### src/rtl/tcap_pkg.sv
package tcap_pkg;
  typedef struct packed {
    logic capture;
    logic tempFromCap;
    logic tempFromBus;
    logic commitWrite;
    logic clearFlag;
  } tcap_strobe_t;

  localparam logic [1:0] ADDR_LO   = 2'd0;
  localparam logic [1:0] ADDR_HI   = 2'd1;
  localparam logic [1:0] ADDR_FLAG = 2'd2;
endpackage

### src/rtl/tcap_sync.sv
module tcap_sync #(
  parameter int STAGES = 2
) (
  input  logic clk,
  input  logic rstN,
  input  logic din,
  output logic dout
);
  logic [STAGES-1:0] chain;

  always_ff @(posedge clk or negedge rstN) begin
    if (!rstN) chain <= '0;
    else       chain <= {chain[STAGES-2:0], din};
  end

  assign dout = chain[STAGES-1];
endmodule

### src/rtl/tcap_ctrl.sv
module tcap_ctrl
  import tcap_pkg::*;
#(
  parameter int          MODE_W   = 4,
  parameter int          SYNC_N   = 2,
  parameter logic [(1<<MODE_W)-1:0] TOP_MASK = 16'h5500
) (
  input  logic              clk,
  input  logic              rstN,
  input  logic              extTrig,
  input  logic              cmpOut,
  input  logic              srcSel,
  input  logic              edgeSel,
  input  logic [MODE_W-1:0] waveMode,
  input  logic [1:0]        busAddr,
  input  logic              busWr,
  input  logic              busRd,
  input  logic              wrBit0,
  output tcap_strobe_t      strb
);
  localparam int NUM_SRC = 2;

  logic [NUM_SRC-1:0] trigRaw;
  logic [NUM_SRC-1:0] trigSync;
  logic selLevel;
  logic prevLevel;
  logic topMode;
  logic activeEdge;

  assign trigRaw = {cmpOut, extTrig};

  for (genvar s = 0; s < NUM_SRC; s++) begin : g_sync
    tcap_sync #(.STAGES(SYNC_N)) u_sync (
      .clk (clk),
      .rstN(rstN),
      .din (trigRaw[s]),
      .dout(trigSync[s])
    );
  end

  // The mux sits after the synchronizers, so a source switch shows up as an edge
  assign selLevel = trigSync[srcSel];

  always_ff @(posedge clk or negedge rstN) begin
    if (!rstN) prevLevel <= 1'b0;
    else       prevLevel <= selLevel;
  end

  assign topMode    = TOP_MASK[waveMode];
  assign activeEdge = edgeSel ? (selLevel & ~prevLevel) : (~selLevel & prevLevel);

  always_comb begin
    strb             = '0;
    strb.capture     = activeEdge & ~topMode;
    strb.tempFromCap = busRd & (busAddr == ADDR_LO);
    strb.tempFromBus = busWr & (busAddr == ADDR_HI);
    strb.commitWrite = busWr & (busAddr == ADDR_LO) & topMode;
    strb.clearFlag   = busWr & (busAddr == ADDR_FLAG) & wrBit0;
  end

  // a capture needs the edge register to disagree with the selected level
  assert_capture_needs_change_R2: assert property (@(posedge clk) disable iff (!rstN)
    strb.capture |-> (selLevel != prevLevel));

  // a change of source with unequal synchronized inputs is an edge on the next cycle
  assert_switch_edge_R4: assert property (@(posedge clk) disable iff (!rstN)
    (srcSel != $past(srcSel)) && $stable(trigSync) && (trigSync[0] != trigSync[1])
      |-> (selLevel != prevLevel));
endmodule

### src/rtl/tcap_datapath.sv
module tcap_datapath
  import tcap_pkg::*;
#(
  parameter int DATA_W = 8,
  parameter int CNT_W  = 16
) (
  input  logic              clk,
  input  logic              rstN,
  input  tcap_strobe_t      strb,
  input  logic [CNT_W-1:0]  counterVal,
  input  logic [1:0]        busAddr,
  input  logic [DATA_W-1:0] busWdata,
  output logic [DATA_W-1:0] busRdata,
  output logic              capFlag,
  output logic [CNT_W-1:0]  capReg
);
  localparam int HI_LSB = CNT_W - DATA_W;

  logic [DATA_W-1:0] tempHi;

  always_ff @(posedge clk or negedge rstN) begin
    if (!rstN)                 capReg <= '0;
    else if (strb.commitWrite) capReg <= {tempHi, busWdata};
    else if (strb.capture)     capReg <= counterVal;
  end

  always_ff @(posedge clk or negedge rstN) begin
    if (!rstN)                 tempHi <= '0;
    else if (strb.tempFromCap) tempHi <= capReg[CNT_W-1:HI_LSB];
    else if (strb.tempFromBus) tempHi <= busWdata;
  end

  always_ff @(posedge clk or negedge rstN) begin
    if (!rstN)               capFlag <= 1'b0;
    else if (strb.capture)   capFlag <= 1'b1;
    else if (strb.clearFlag) capFlag <= 1'b0;
  end

  always_comb begin
    case (busAddr)
      ADDR_LO:   busRdata = capReg[DATA_W-1:0];
      ADDR_HI:   busRdata = tempHi;
      ADDR_FLAG: busRdata = {{(DATA_W-1){1'b0}}, capFlag};
      default:   busRdata = '0;
    endcase
  end

  assert_capture_loads_count_R2: assert property (@(posedge clk) disable iff (!rstN)
    strb.capture && !strb.commitWrite |=> capReg == $past(counterVal));

  assert_flag_sets_R5: assert property (@(posedge clk) disable iff (!rstN)
    strb.capture |=> capFlag);

  assert_flag_clears_R5: assert property (@(posedge clk) disable iff (!rstN)
    strb.clearFlag && !strb.capture |=> !capFlag);

  assert_commit_pair_R8: assert property (@(posedge clk) disable iff (!rstN)
    strb.commitWrite |=> capReg == {$past(tempHi), $past(busWdata)});

  assert_temp_snapshot_R7: assert property (@(posedge clk) disable iff (!rstN)
    strb.tempFromCap |=> tempHi == $past(capReg[CNT_W-1:HI_LSB]));

  assert_reg_holds_R9: assert property (@(posedge clk) disable iff (!rstN)
    !strb.capture && !strb.commitWrite |=> $stable(capReg));
endmodule

### src/rtl/tcap_top.sv
module tcap_top
  import tcap_pkg::*;
#(
  parameter int DATA_W = 8,
  parameter int MODE_W = 4,
  parameter int SYNC_N = 2,
  parameter logic [(1<<MODE_W)-1:0] TOP_MASK = 16'h5500
) (
  input  logic                clk,
  input  logic                rstN,
  input  logic [2*DATA_W-1:0] counterVal,
  input  logic                extTrig,
  input  logic                cmpOut,
  input  logic                srcSel,
  input  logic                edgeSel,
  input  logic [MODE_W-1:0]   waveMode,
  input  logic [1:0]          busAddr,
  input  logic                busWr,
  input  logic                busRd,
  input  logic [DATA_W-1:0]   busWdata,
  output logic [DATA_W-1:0]   busRdata,
  output logic                capFlag,
  output logic [2*DATA_W-1:0] capReg
);
  localparam int CNT_W = 2 * DATA_W;

  tcap_strobe_t strb;

  tcap_ctrl #(
    .MODE_W  (MODE_W),
    .SYNC_N  (SYNC_N),
    .TOP_MASK(TOP_MASK)
  ) u_ctrl (
    .clk     (clk),
    .rstN    (rstN),
    .extTrig (extTrig),
    .cmpOut  (cmpOut),
    .srcSel  (srcSel),
    .edgeSel (edgeSel),
    .waveMode(waveMode),
    .busAddr (busAddr),
    .busWr   (busWr),
    .busRd   (busRd),
    .wrBit0  (busWdata[0]),
    .strb    (strb)
  );

  tcap_datapath #(
    .DATA_W(DATA_W),
    .CNT_W (CNT_W)
  ) u_dp (
    .clk       (clk),
    .rstN      (rstN),
    .strb      (strb),
    .counterVal(counterVal),
    .busAddr   (busAddr),
    .busWdata  (busWdata),
    .busRdata  (busRdata),
    .capFlag   (capFlag),
    .capReg    (capReg)
  );

  // in a TOP mode only a low-byte write may change the register
  assert_top_no_capture_R10: assert property (@(posedge clk) disable iff (!rstN)
    TOP_MASK[waveMode] && !(busWr && busAddr == ADDR_LO) |=> $stable(capReg));

  assert_top_flag_quiet_R10: assert property (@(posedge clk) disable iff (!rstN)
    TOP_MASK[waveMode] && !capFlag |=> !capFlag);

  // outside TOP modes a low-byte write with no capture leaves the register alone
  assert_write_ignored_R9: assert property (@(posedge clk) disable iff (!rstN)
    !TOP_MASK[waveMode] && busWr && busAddr == ADDR_LO && !strb.capture |=> $stable(capReg));
endmodule

### config.mk
export PLATFORM = sky130hd
export DESIGN_NAME = tcap_top
export DESIGN_NICKNAME = d
export VERILOG_FILES = /design/src/rtl/tcap_pkg.sv /design/src/rtl/tcap_sync.sv /design/src/rtl/tcap_ctrl.sv /design/src/rtl/tcap_datapath.sv /design/src/rtl/tcap_top.sv
export SDC_FILE = /design/constraint.sdc
export NUM_CORES = 1
export LEC_CHECK = 0
export BUFFER_PORTS_ARGS = -buffer_cell sky130_fd_sc_hd__buf_2
export CORE_ASPECT_RATIO = 0.6
export CORE_MARGIN = 8
export CORE_UTILIZATION = 47
export DETAILED_ROUTE_END_ITERATION = 8
export PLACE_DENSITY = 0.8
export REMOVE_ABC_BUFFERS = 1
export SLEW_MARGIN = 40
export SYNTH_ARGS = -nofsm -noshare
export SYNTH_HDL_FRONTEND = slang
export SYNTH_SLANG_ARGS = --single-unit
### constraint.sdc
create_clock -name clk -period 1.6 [get_ports clk]
set_input_delay 0.08 -clock clk [delete_from_list [all_inputs] [get_ports clk]]
set_output_delay 0.08 -clock clk [all_outputs]
set_load 0.01 [all_outputs]
==> flow_summary.toml <==
[outcome]
outcome = "completed"

[routing]
wl_per_cell_um = 17.0
drcViolationCount = 0
vias = 1231
postRouteAntennaNets = 0
firstDrtPassIters = 4
drt_iter0_drc = 30
wl_um = 4030
via_per_inst = 5.19

[clock_network]
clk-insertion-delay-late_ns = 0.28
cts-root-buf = "clkbuf_8"
htreeDepth = 2
ctsResizeCount = 0
postCtsSetupBuffers = 0
cts_tree = "built"
cts.sinks = 30
cts_buffers = 5
cts.clk_slew.worst_paths_ns = 0.06
ctsHoldBuffers = 3
clock_path_buffers = 2

[critical_path]
worst-setup-path-type = "register to register"
r2r_slack_ns = 0.08
crit_arrival_ns = 1.69
r2r_cells = 4
crit_fanout = 16
critPathLaunchType = "register"
path_cells = "mux2_4 > mux2i_4 > a21o_4 > o221a_2"
cp_slowest_cell = "dfrtp_1"
cpPeakStageDelay_ns = 0.36
crit_path_end_kind = "register"
r2r_start = "u_ctrl.g_sync[0].u_sync.chain[1]$_DFF_PN0_"
rr_endpoint = "u_dp.capReg[2]$_DFFE_PN0P_"
required_ns = 1.77

[global_routing]
grt_pass1_wl_um = 6370
antenna_found_initial = 0
grt_max_degree = 31
grt_pass1_vias = 1333
gr-total-overflow = 0
grt_util_all_layers_pct = 16.2

[finish]
final_common_cell = "buf_2"
final_cell_mix = "buf_2, dfrtp_1, mux2i_1"
final_area_um2 = 1970
area_growth_pct = 30.3
fin_nets = 229
fillerInstances = 293
post-route-util_pct = 62.4
num_antenna_cells = 0
drive_above_1_share_pct = 43.8

[worst_hold_path]
hold_path_depth = 2
worstHoldStart = "counterVal[6]"
hold_path_end = "u_dp.capReg[6]$_DFFE_PN0P_"
hold_path.class = "primary input to register"

[placed_design]
hpwl_um = 2970
gp_congestion = 0.791
portBuffers = 60
place_area_um2 = 1850

[synth]
yosysSeqAreaShare_pct = 49.5
synth_cell_types = 24
syn_area_per_cell_um2 = 12.3
synth_top_family_by_area = "simple AND/OR/NAND/NOR gates"
synthAdderAreaFrac_pct = 0
postSynthCellCount = 123
syn_area_um2 = 1520
synth-compound-area-share_pct = 15.9
yosys_register_bits = 30
synth.area.mux_share_pct = 13.0
yosys_warnings = 0
synth-xor-area-share_pct = 0
synth_simple_gate_area_share_pct = 17.5

[timing]
tightest_slew_ns = 0.666
setup_tns_ns = 0
period_share_pct = 94.9
fmax_mhz = 659
fin_worst_skew_ns = 0.00431
period_minus_slack_ns = 1.52
hold_ws_ns = 0.0744
rsz0062_at_grt = "no"
hold_viol_final = 0
setup_viol = 0
relSlewSlack_pct = 55.6
maxSlewViolCount = 0

[floorplanning]
initial_core_util_pct = 47.9
die_x_um = 89.3
dieArea_um2 = 5360
ioPinCount = 63
die_y_um = 60.0
core_um2 = 3160
num_rows = 16

[flow_run]
maxCapViolations = 0

[power_and_ir_drop]
cellLeakagePower_nw = 0.942
fin_total_pwr_mw = 2.28
power_density_nw_per_um2 = 1150
peakVddDrop_uv = 674
-- layer usage --
layer  track usage (%)  routed length, µm  vias to the layer above
met5                 0                  0                        -
met4              7.04                 60                        0
met3              6.17                409                        8
met2              24.0               1720                       53
met1              20.5               1840                      584
li1                  -                  -                      586
-- cell usage after synthesis, drive strengths merged --
cell type / n / area, µm²
a21o: 1 / 15.0
mux2i: 17 / 183
clkbuf: 2 / 8.75
o21ai: 9 / 45.0
buf: 5 / 52.6
nor3b: 1 / 7.51
mux2: 1 / 15.0
nor4b: 1 / 23.8
nor2: 7 / 26.3
nand4b: 1 / 8.76
nand3b: 2 / 15.0
dfrtp: 30 / 751
or2b: 7 / 52.6
nand2: 11 / 48.8
o221a: 16 / 180
nand2b: 12 / 82.6
-- report_power, final --
group          internal [mW]  switching (mW)  leakage (nW)
clock                  0.346           0.285        0.0482
sequential             0.919           0.124         0.342
combinational          0.310           0.295         0.552
total                   1.57           0.704         0.942
-- sequential cells by signal (all words and copies together) (netlist names) --
signal	flops
u_dp.capFlag	1
u_dp.tempHi	8
u_ctrl.prevLevel	1
u_ctrl.g_sync.u_sync.chain	4
u_dp.capReg	16
-- stage by stage --
step	std cells	worst slack, ns
floorplan	116	0.165
global placement	226	0.109
detailed placement	226	0.0811
CTS	237	0.0759
global route	237	0.0429
finish	237	0.0816
-- how the worst max path moves through the flow --
stage,from,to
after global placement,u_ctrl.g_sync[0].u_sync.chain[1]$_DFF_PN0_,u_dp.capReg[2]$_DFFE_PN0P_
after global routing,u_ctrl.g_sync[0].u_sync.chain[1]$_DFF_PN0_,u_dp.capReg[4]$_DFFE_PN0P_
after CTS,u_ctrl.g_sync[0].u_sync.chain[1]$_DFF_PN0_,u_dp.capReg[15]$_DFFE_PN0P_
after detailed placement,u_ctrl.g_sync[0].u_sync.chain[1]$_DFF_PN0_,u_dp.capReg[15]$_DFFE_PN0P_
after floorplan,u_ctrl.g_sync[0].u_sync.chain[1]$_DFF_PN0_,u_dp.capReg[15]$_DFFE_PN0P_
final,u_ctrl.g_sync[0].u_sync.chain[1]$_DFF_PN0_,u_dp.capReg[2]$_DFFE_PN0P_
-- cell type report --
cell class	count	area, µm²	area share, %
Clock buffer	7	86.3	4.37
Sequential cell	30	751	38.0
Clock inverter	1	5.00	0.253
Tap cell	45	56.3	2.85
Timing Repair Buffer	68	368	18.6
Multi-Input combinational cell	86	708	35.9
-- critical path, delay by kind of cell (launching register included) --
kind / cells / cell delay (ns)
AOI/OAI and AO/OA: 2 / 0.54
DFF: 1 / 0.36
muxes: 2 / 0.49
-- cell families (layout without fill, tap and decap cells) --
family | after synthesis | count (layout)
AND/OR/NAND/NOR | 42 | 42
flip-flops | 30 | 30
multiplexers | 18 | 18
AO/OA/AOI/OAI | 26 | 26
buffers and inverters | 7 | 76
(Power assumes the default switching activity.)
